<file path="src/rtl/cfg_scan_pkg.sv">
package cfg_scan_pkg;

    // Operation applied to the scan register on a serial-clock edge
    typedef enum logic [1:0] {
        SC_HOLD    = 2'd0,
        SC_CAPTURE = 2'd1,
        SC_SHIFT   = 2'd2
    } scan_op_e;

endpackage

</file>
<file path="src/rtl/scan_op_dec.sv">
module scan_op_dec
    import cfg_scan_pkg::*;
(
    input  logic     ser_mode,
    input  logic     scan_en,
    output scan_op_e op
);

    always_comb begin
        if (!ser_mode) begin
            op = SC_HOLD;
        end else if (scan_en) begin
            op = SC_SHIFT;
        end else begin
            op = SC_CAPTURE;
        end
    end

endmodule

</file>
<file path="src/rtl/scan_slot_seg.sv">
module scan_slot_seg
    import cfg_scan_pkg::*;
#(
    parameter int SLOT_W   = 7,
    parameter bit IS_FIRST = 1'b0
) (
    input  logic              sclk,
    input  logic              rst_n,
    input  scan_op_e          op,
    input  logic [SLOT_W-1:0] par_in,
    input  logic              ser_in,
    output logic              ser_out
);

    typedef struct packed {
        logic [SLOT_W-1:0] bits;
    } seg_state_t;

    seg_state_t st_d, st_q;

    always_comb begin
        st_d = st_q;
        unique case (op)
            SC_CAPTURE: st_d.bits = par_in;
            SC_SHIFT:   st_d.bits = {st_q.bits[SLOT_W-2:0], ser_in};
            default:    st_d = st_q;
        endcase
    end

    always_ff @(posedge sclk or negedge rst_n) begin
        if (!rst_n) begin
            st_q <= '0;
        end else begin
            st_q <= st_d;
        end
    end

    assign ser_out = st_q.bits[SLOT_W-1];

    AST_SEG_LOAD: assert property (@(posedge sclk) disable iff (!rst_n)
        (op == SC_CAPTURE) |=> (st_q.bits == $past(par_in)));

    AST_SEG_SHIFT: assert property (@(posedge sclk) disable iff (!rst_n)
        (op == SC_SHIFT) |=> (st_q.bits == {$past(st_q.bits[SLOT_W-2:0]), $past(ser_in)}));

    AST_SEG_FROZEN: assert property (@(posedge sclk) disable iff (!rst_n)
        (op == SC_HOLD) |=> $stable(st_q.bits));

    generate
        if (IS_FIRST) begin : g_tail
            AST_TAIL_ZERO: assert property (@(posedge sclk) disable iff (!rst_n)
                (op == SC_SHIFT) |=> (st_q.bits[0] == 1'b0));
        end
    endgenerate

endmodule

</file>
<file path="src/rtl/cfg_scan_readback.sv">
module cfg_scan_readback
    import cfg_scan_pkg::*;
#(
    parameter int NUM_SLOTS = 69,
    parameter int SLOT_W    = 7
) (
    input  logic                          sclk,
    input  logic                          rst_n,
    input  logic                          ser_mode,
    input  logic                          scan_en,
    input  logic [NUM_SLOTS*SLOT_W-1:0]   active_map,
    output logic                          sdo
);

    localparam int CHAIN_W = NUM_SLOTS * SLOT_W;

    scan_op_e             op;
    logic [NUM_SLOTS-1:0] seg_out;

    scan_op_dec u_dec (
        .ser_mode (ser_mode),
        .scan_en  (scan_en),
        .op       (op)
    );

    generate
        for (genvar s = 0; s < NUM_SLOTS; s++) begin : g_slot
            logic seg_in;
            if (s == 0) begin : g_first
                assign seg_in = 1'b0;
            end else begin : g_link
                assign seg_in = seg_out[s-1];
            end
            scan_slot_seg #(
                .SLOT_W   (SLOT_W),
                .IS_FIRST (s == 0)
            ) u_seg (
                .sclk    (sclk),
                .rst_n   (rst_n),
                .op      (op),
                .par_in  (active_map[s*SLOT_W +: SLOT_W]),
                .ser_in  (seg_in),
                .ser_out (seg_out[s])
            );
        end
    endgenerate

    assign sdo = seg_out[NUM_SLOTS-1];

    AST_FIRST_BIT: assert property (@(posedge sclk) disable iff (!rst_n)
        (ser_mode && !scan_en) |=> (sdo == $past(active_map[CHAIN_W-1])));

    AST_SDO_FROZEN: assert property (@(posedge sclk) disable iff (!rst_n)
        !ser_mode |=> $stable(sdo));

endmodule

</file>
<file path="config.mk">
export PLATFORM = sky130hd
export DESIGN_NAME = cfg_scan_readback
export DESIGN_NICKNAME = d
export VERILOG_FILES = /design/src/rtl/cfg_scan_pkg.sv /design/src/rtl/scan_op_dec.sv /design/src/rtl/scan_slot_seg.sv /design/src/rtl/cfg_scan_readback.sv
export SDC_FILE = /design/constraint.sdc
export NUM_CORES = 1
export LEC_CHECK = 0
export BUFFER_PORTS_ARGS = -buffer_cell sky130_fd_sc_hd__clkbuf_2
export CAP_MARGIN = 40
export CORE_UTILIZATION = 47
export CTS_CLUSTER_SIZE = 8
export DETAILED_ROUTE_END_ITERATION = 12
export PLACE_DENSITY_LB_ADDON = 0.05
export SLEW_MARGIN = 20
export SYNTH_ARGS = -nofsm -noshare
export SYNTH_HDL_FRONTEND = slang
export SYNTH_SLANG_ARGS = --single-unit
</file>
<file path="constraint.sdc">
create_clock -name sclk -period 0.8 [get_ports sclk]
set_input_delay 0.04 -clock sclk [delete_from_list [all_inputs] [get_ports sclk]]
set_output_delay 0.04 -clock sclk [all_outputs]
set_load 0.01 [all_outputs]
</file>
# Yosys cells after proc, flatten, opt, wreduce, memory -nomap -nowiden
# Cells that the tools add are included.
# op_classes
eq_ne	2
n_mux	71
n_reduce_logical	1
# op_table
operator	count
$pmux 7 s2	69
$mux 2	2
$eq 2x1->1 const B	1
$eq 2x2->1 const B	1
$reduce_bool 2->1	1
# totals
reg_bits	483
in_bits	487
out_inout_bits	1
wordCells	143

# Depth between registers and ports, before layout
# depth
ltp_word	4
ltp_mapped	5
depth_no_buf	2

# Hierarchy
# Synthesis repeated with hierarchy kept, for this count alone.
# hier_totals
cells_unflattened	2211
area_unflattened_um2	23588.9
# by_module_without_submodules
module	n_inst	cells_per_inst	area_per_inst_um2
scan_slot_seg	69	32	341.6
scan_op_dec	1	2	16.3
cfg_scan_readback	1	1	3.8

# Least setup slack after synthesis
# OpenSTA, ideal clock, no wires.
# synth_timing
kind	input-to-reg
startpoint	input port scan_en
endpoint	register g_slot[0].u_seg.st_q[1] (netlist bit)
setup_ns	0.126
arrival_ns	0.736
t_required_ns	0.674
setup_slack_ns	-0.062
path_stages	5
n_path_buf	3
cell_sequence	buf_6 -> buf_12 -> buf_12 -> mux2i_1 -> a21oi_1
# synth_via
elab_chain_cells	4
word_cells_on_any_way	6
cone_classes	2 x eq/ne; 3 x mux; 1 x reduce/logical
# synth_rtl
element	line	rtl
start: declaration	cfg_scan_readback.sv:10	input logic scan_en,
$mux 2 (*)	scan_op_dec.sv:12	end else if (scan_en) begin
$mux 2 (*)	scan_op_dec.sv:10	if (!ser_mode) begin
$eq 2x2->1 or $eq 2x1->1 (tied branches)	scan_slot_seg.sv:23	unique case (op)
$pmux 7 s2 or $reduce_bool 2->1 (tied branches)	n/a	
end signal: assignment	scan_slot_seg.sv:34	st_q <= st_d;
end: declaration	scan_slot_seg.sv:19	seg_state_t st_d, st_q;
# Every way passes the cells marked *; elsewhere a longest branch is shown, timed or not.
# A chain may end at the register's enable or synchronous reset.

# Worst setup path after layout
# layout_timing
startpoint	register g_slot[68].u_seg.st_q[6] (netlist bit)
endpoint	output port sdo
# layout_lines
element	line	rtl
start: declaration	scan_slot_seg.sv:19	
start signal: assignment	scan_slot_seg.sv:34	
end: declaration	cfg_scan_readback.sv:12	output logic sdo
# No word-level cell between the ends.

==> run summary <==
total congestion overflow: 0
setup TNS: -0.664 ns
Max-cap violations: 0
Post-DP HPWL: 43,900 um
flop-to-flop setup slack: -0.05 ns
# IOs: 488
first drt pass iteration count: 5
first-pass GRT wire length: 107,000 um
final setup skew: 0.0181 ns
slowest stage cell, crit path: dfrtp_1
vias in the first global route: 20,000
Data required, critical path: 0.76 ns
Clock Latency Late Sink: 0.59 ns
Placed Cells incl. Taps: 3,160
most frequent cells in the layout: dlygate4sd3_1, dfrtp_1, clkbuf_2, a21oi_1, nor2_1
crit-path cells: buf_6
measured slew at the worst slew-check pin: 0.407 ns
Tot Pwr: 67.5 mW
worst r2r src: g_slot[36].u_seg.st_q[0]
synth unique cells: 13
Avg Cell Area, Syn: 10.8 sq um
Worst Hold Class: input port to flip-flop
Worst VDD drop: 0.00208 V
global router's overall resource usage: 0.275
Via Count: 19,100
Tcrit/Tclk final: 1.42
status: finished with violations
share of layout cells above drive strength 1: 0.231
Yosys warnings: 0
Cell Rows: 80
clock buffer depth: 3
sequential fraction of the synthesis area: 0.532
initial antenna violation count: 15
RSZ-0062 raised after global routing: true
final hold viol count: 21
critical path's top delay family: flip-flops
post-route ant nets: 0
HP Start: ser_mode
clock slew at reported path FFs: 0.05 ns
register bit total from synthesis: 483
max reg flops: 483
Largest stage delay, worst path: 0.39 ns
Worst setup SP type: flip-flop
Util after Layout: 0.692
fin worst setup slack: -0.334 ns
Initial Util: 0.477
H-tree depth: 3
critical path fanouts, max: 2
failing checks: negative hold slack, negative setup slack
core area: 0.0476 sq mm
Mapped Cells: 2,093
final setup vio count: 21
I/O Buffers: 487
die height: 222 um
Pwr Density: 2050 mW/mm^2
crit end category: primary output
Die W: 222 um
syn nets: 2,580
Highest Clock Rate: 882 MHz
Max Slew Vio Count: 0
CTS tree: built
post-DR vias/cell: 5.09
Finished Layout Cells: 3,756
DR DRC count: 0
Fin Hold WS: -0.152 ns
RD Place Congestion: 0.819
Layout area overhead: 45.2%
CP Buf/Inv Count: 1
Nets: 3,606
Initial DRC Count: 1,131
clock sink count: 483
min cycle time layout: 1.13 ns
routed wire length: 67,700 um
Routed WL per cell: 18.0 um
Largest Register: g_slot.u_seg.st_q
root buffer cell: clkbuf_16
Die ar.: 0.0492 sq mm
Place WS: -0.353 ns
Fillers: 3,541
Arrival @ worst endpoint: 1.09 ns
Leakage: 15.6 nW
Num CTS Buffers: 70
slew margin rel.: 0.729
CP startpoint: g_slot[68].u_seg.st_q[6]
post-synthesis instance area: 0.0227 sq mm
most common cell after layout, fill and taps aside: dlygate4sd3_1
Regs by FF count: g_slot.u_seg.st_q (483)
critical path type: flip-flop to primary output
largest net degree at the start of global routing: 59
[per-stage QoR]
stage	hold slack [ns]	instance area, sq um
after global placement	-0.109	26000
after global routing	-0.158	33000
after detailed placement	-0.111	26000
after CTS	-0.235	32800
final	-0.152	33000
after floorplan	-0.256	22700
[worst paths after layout]
check,depth (start not counted),end
max in group asynchronous,3,g_slot[49].u_seg.st_q[2]
setup / recovery,1,sdo
hold reg to reg,2,g_slot[65].u_seg.st_q[3]
setup reg to reg,2,g_slot[36].u_seg.st_q[1]
hold / removal,3,g_slot[19].u_seg.st_q[5]
min in group asynchronous,3,g_slot[23].u_seg.st_q[6]
[per-layer routing]
layer,GRT usage,vias up,wire length [um]
li1,-,9251,-
met5,0,-,0
met4,0.124,0,2780
met1,0.351,9053,28900
met3,0.0575,186,3390
met2,0.450,610,32700
[kinds of logic after synthesis]
logic type	Yosys count	synth area share
flip-flops	483	0.532
AO/OA/AOI/OAI	483	0.107
AND/OR/NAND/NOR	483	0.0799
buffers and inverters	162	0.0688
multiplexers	482	0.212
[report_power, final]
| part | internal (mW) | switching (mW) | leakage [nW] |
|---|---|---|---|
| clock network | 16.3 | 10.2 | 0.933 |
| logic | 6.13 | 5.29 | 9.36 |
| registers | 27.7 | 1.91 | 5.28 |
[synth_stat cells]
cell type  instances  area (sq um)
buf_2             81           405
buf_4              1          7.51
buf_8              1          15.0
a21oi_1          482          2410
nor2_1           482          1810
mux2i_1          482          4820
clkbuf_1          26          97.6
dfrtp_1          483         12100
inv_1              1          3.75
buf_6              1          11.3
o22ai_1            1          6.26
nand2_1            1          3.75
buf_12            51          1020
[area by class of cell]
cell class	instances	area, sq um	share of cell area
antenna	15	37.5	0.00114
clock inverter	5	65.1	0.00197
tap	615	769	0.0233
sequential	483	12100	0.367
multi-input combinational	1448	9130	0.277
timing repair buffer	1115	9040	0.274
clock buffer	74	1830	0.0555
inverter	1	3.75	0.000114
[repair_timing]
action	4_1_cts	5_1_grt
pin swaps	4	32
buffers inserted	4	7
setup endpoints to repair	14	86
endpoints found under the hold margin	966	34
gates resized for setup	6	16
hold buffers	489	7
(Power assumes the default switching activity.)
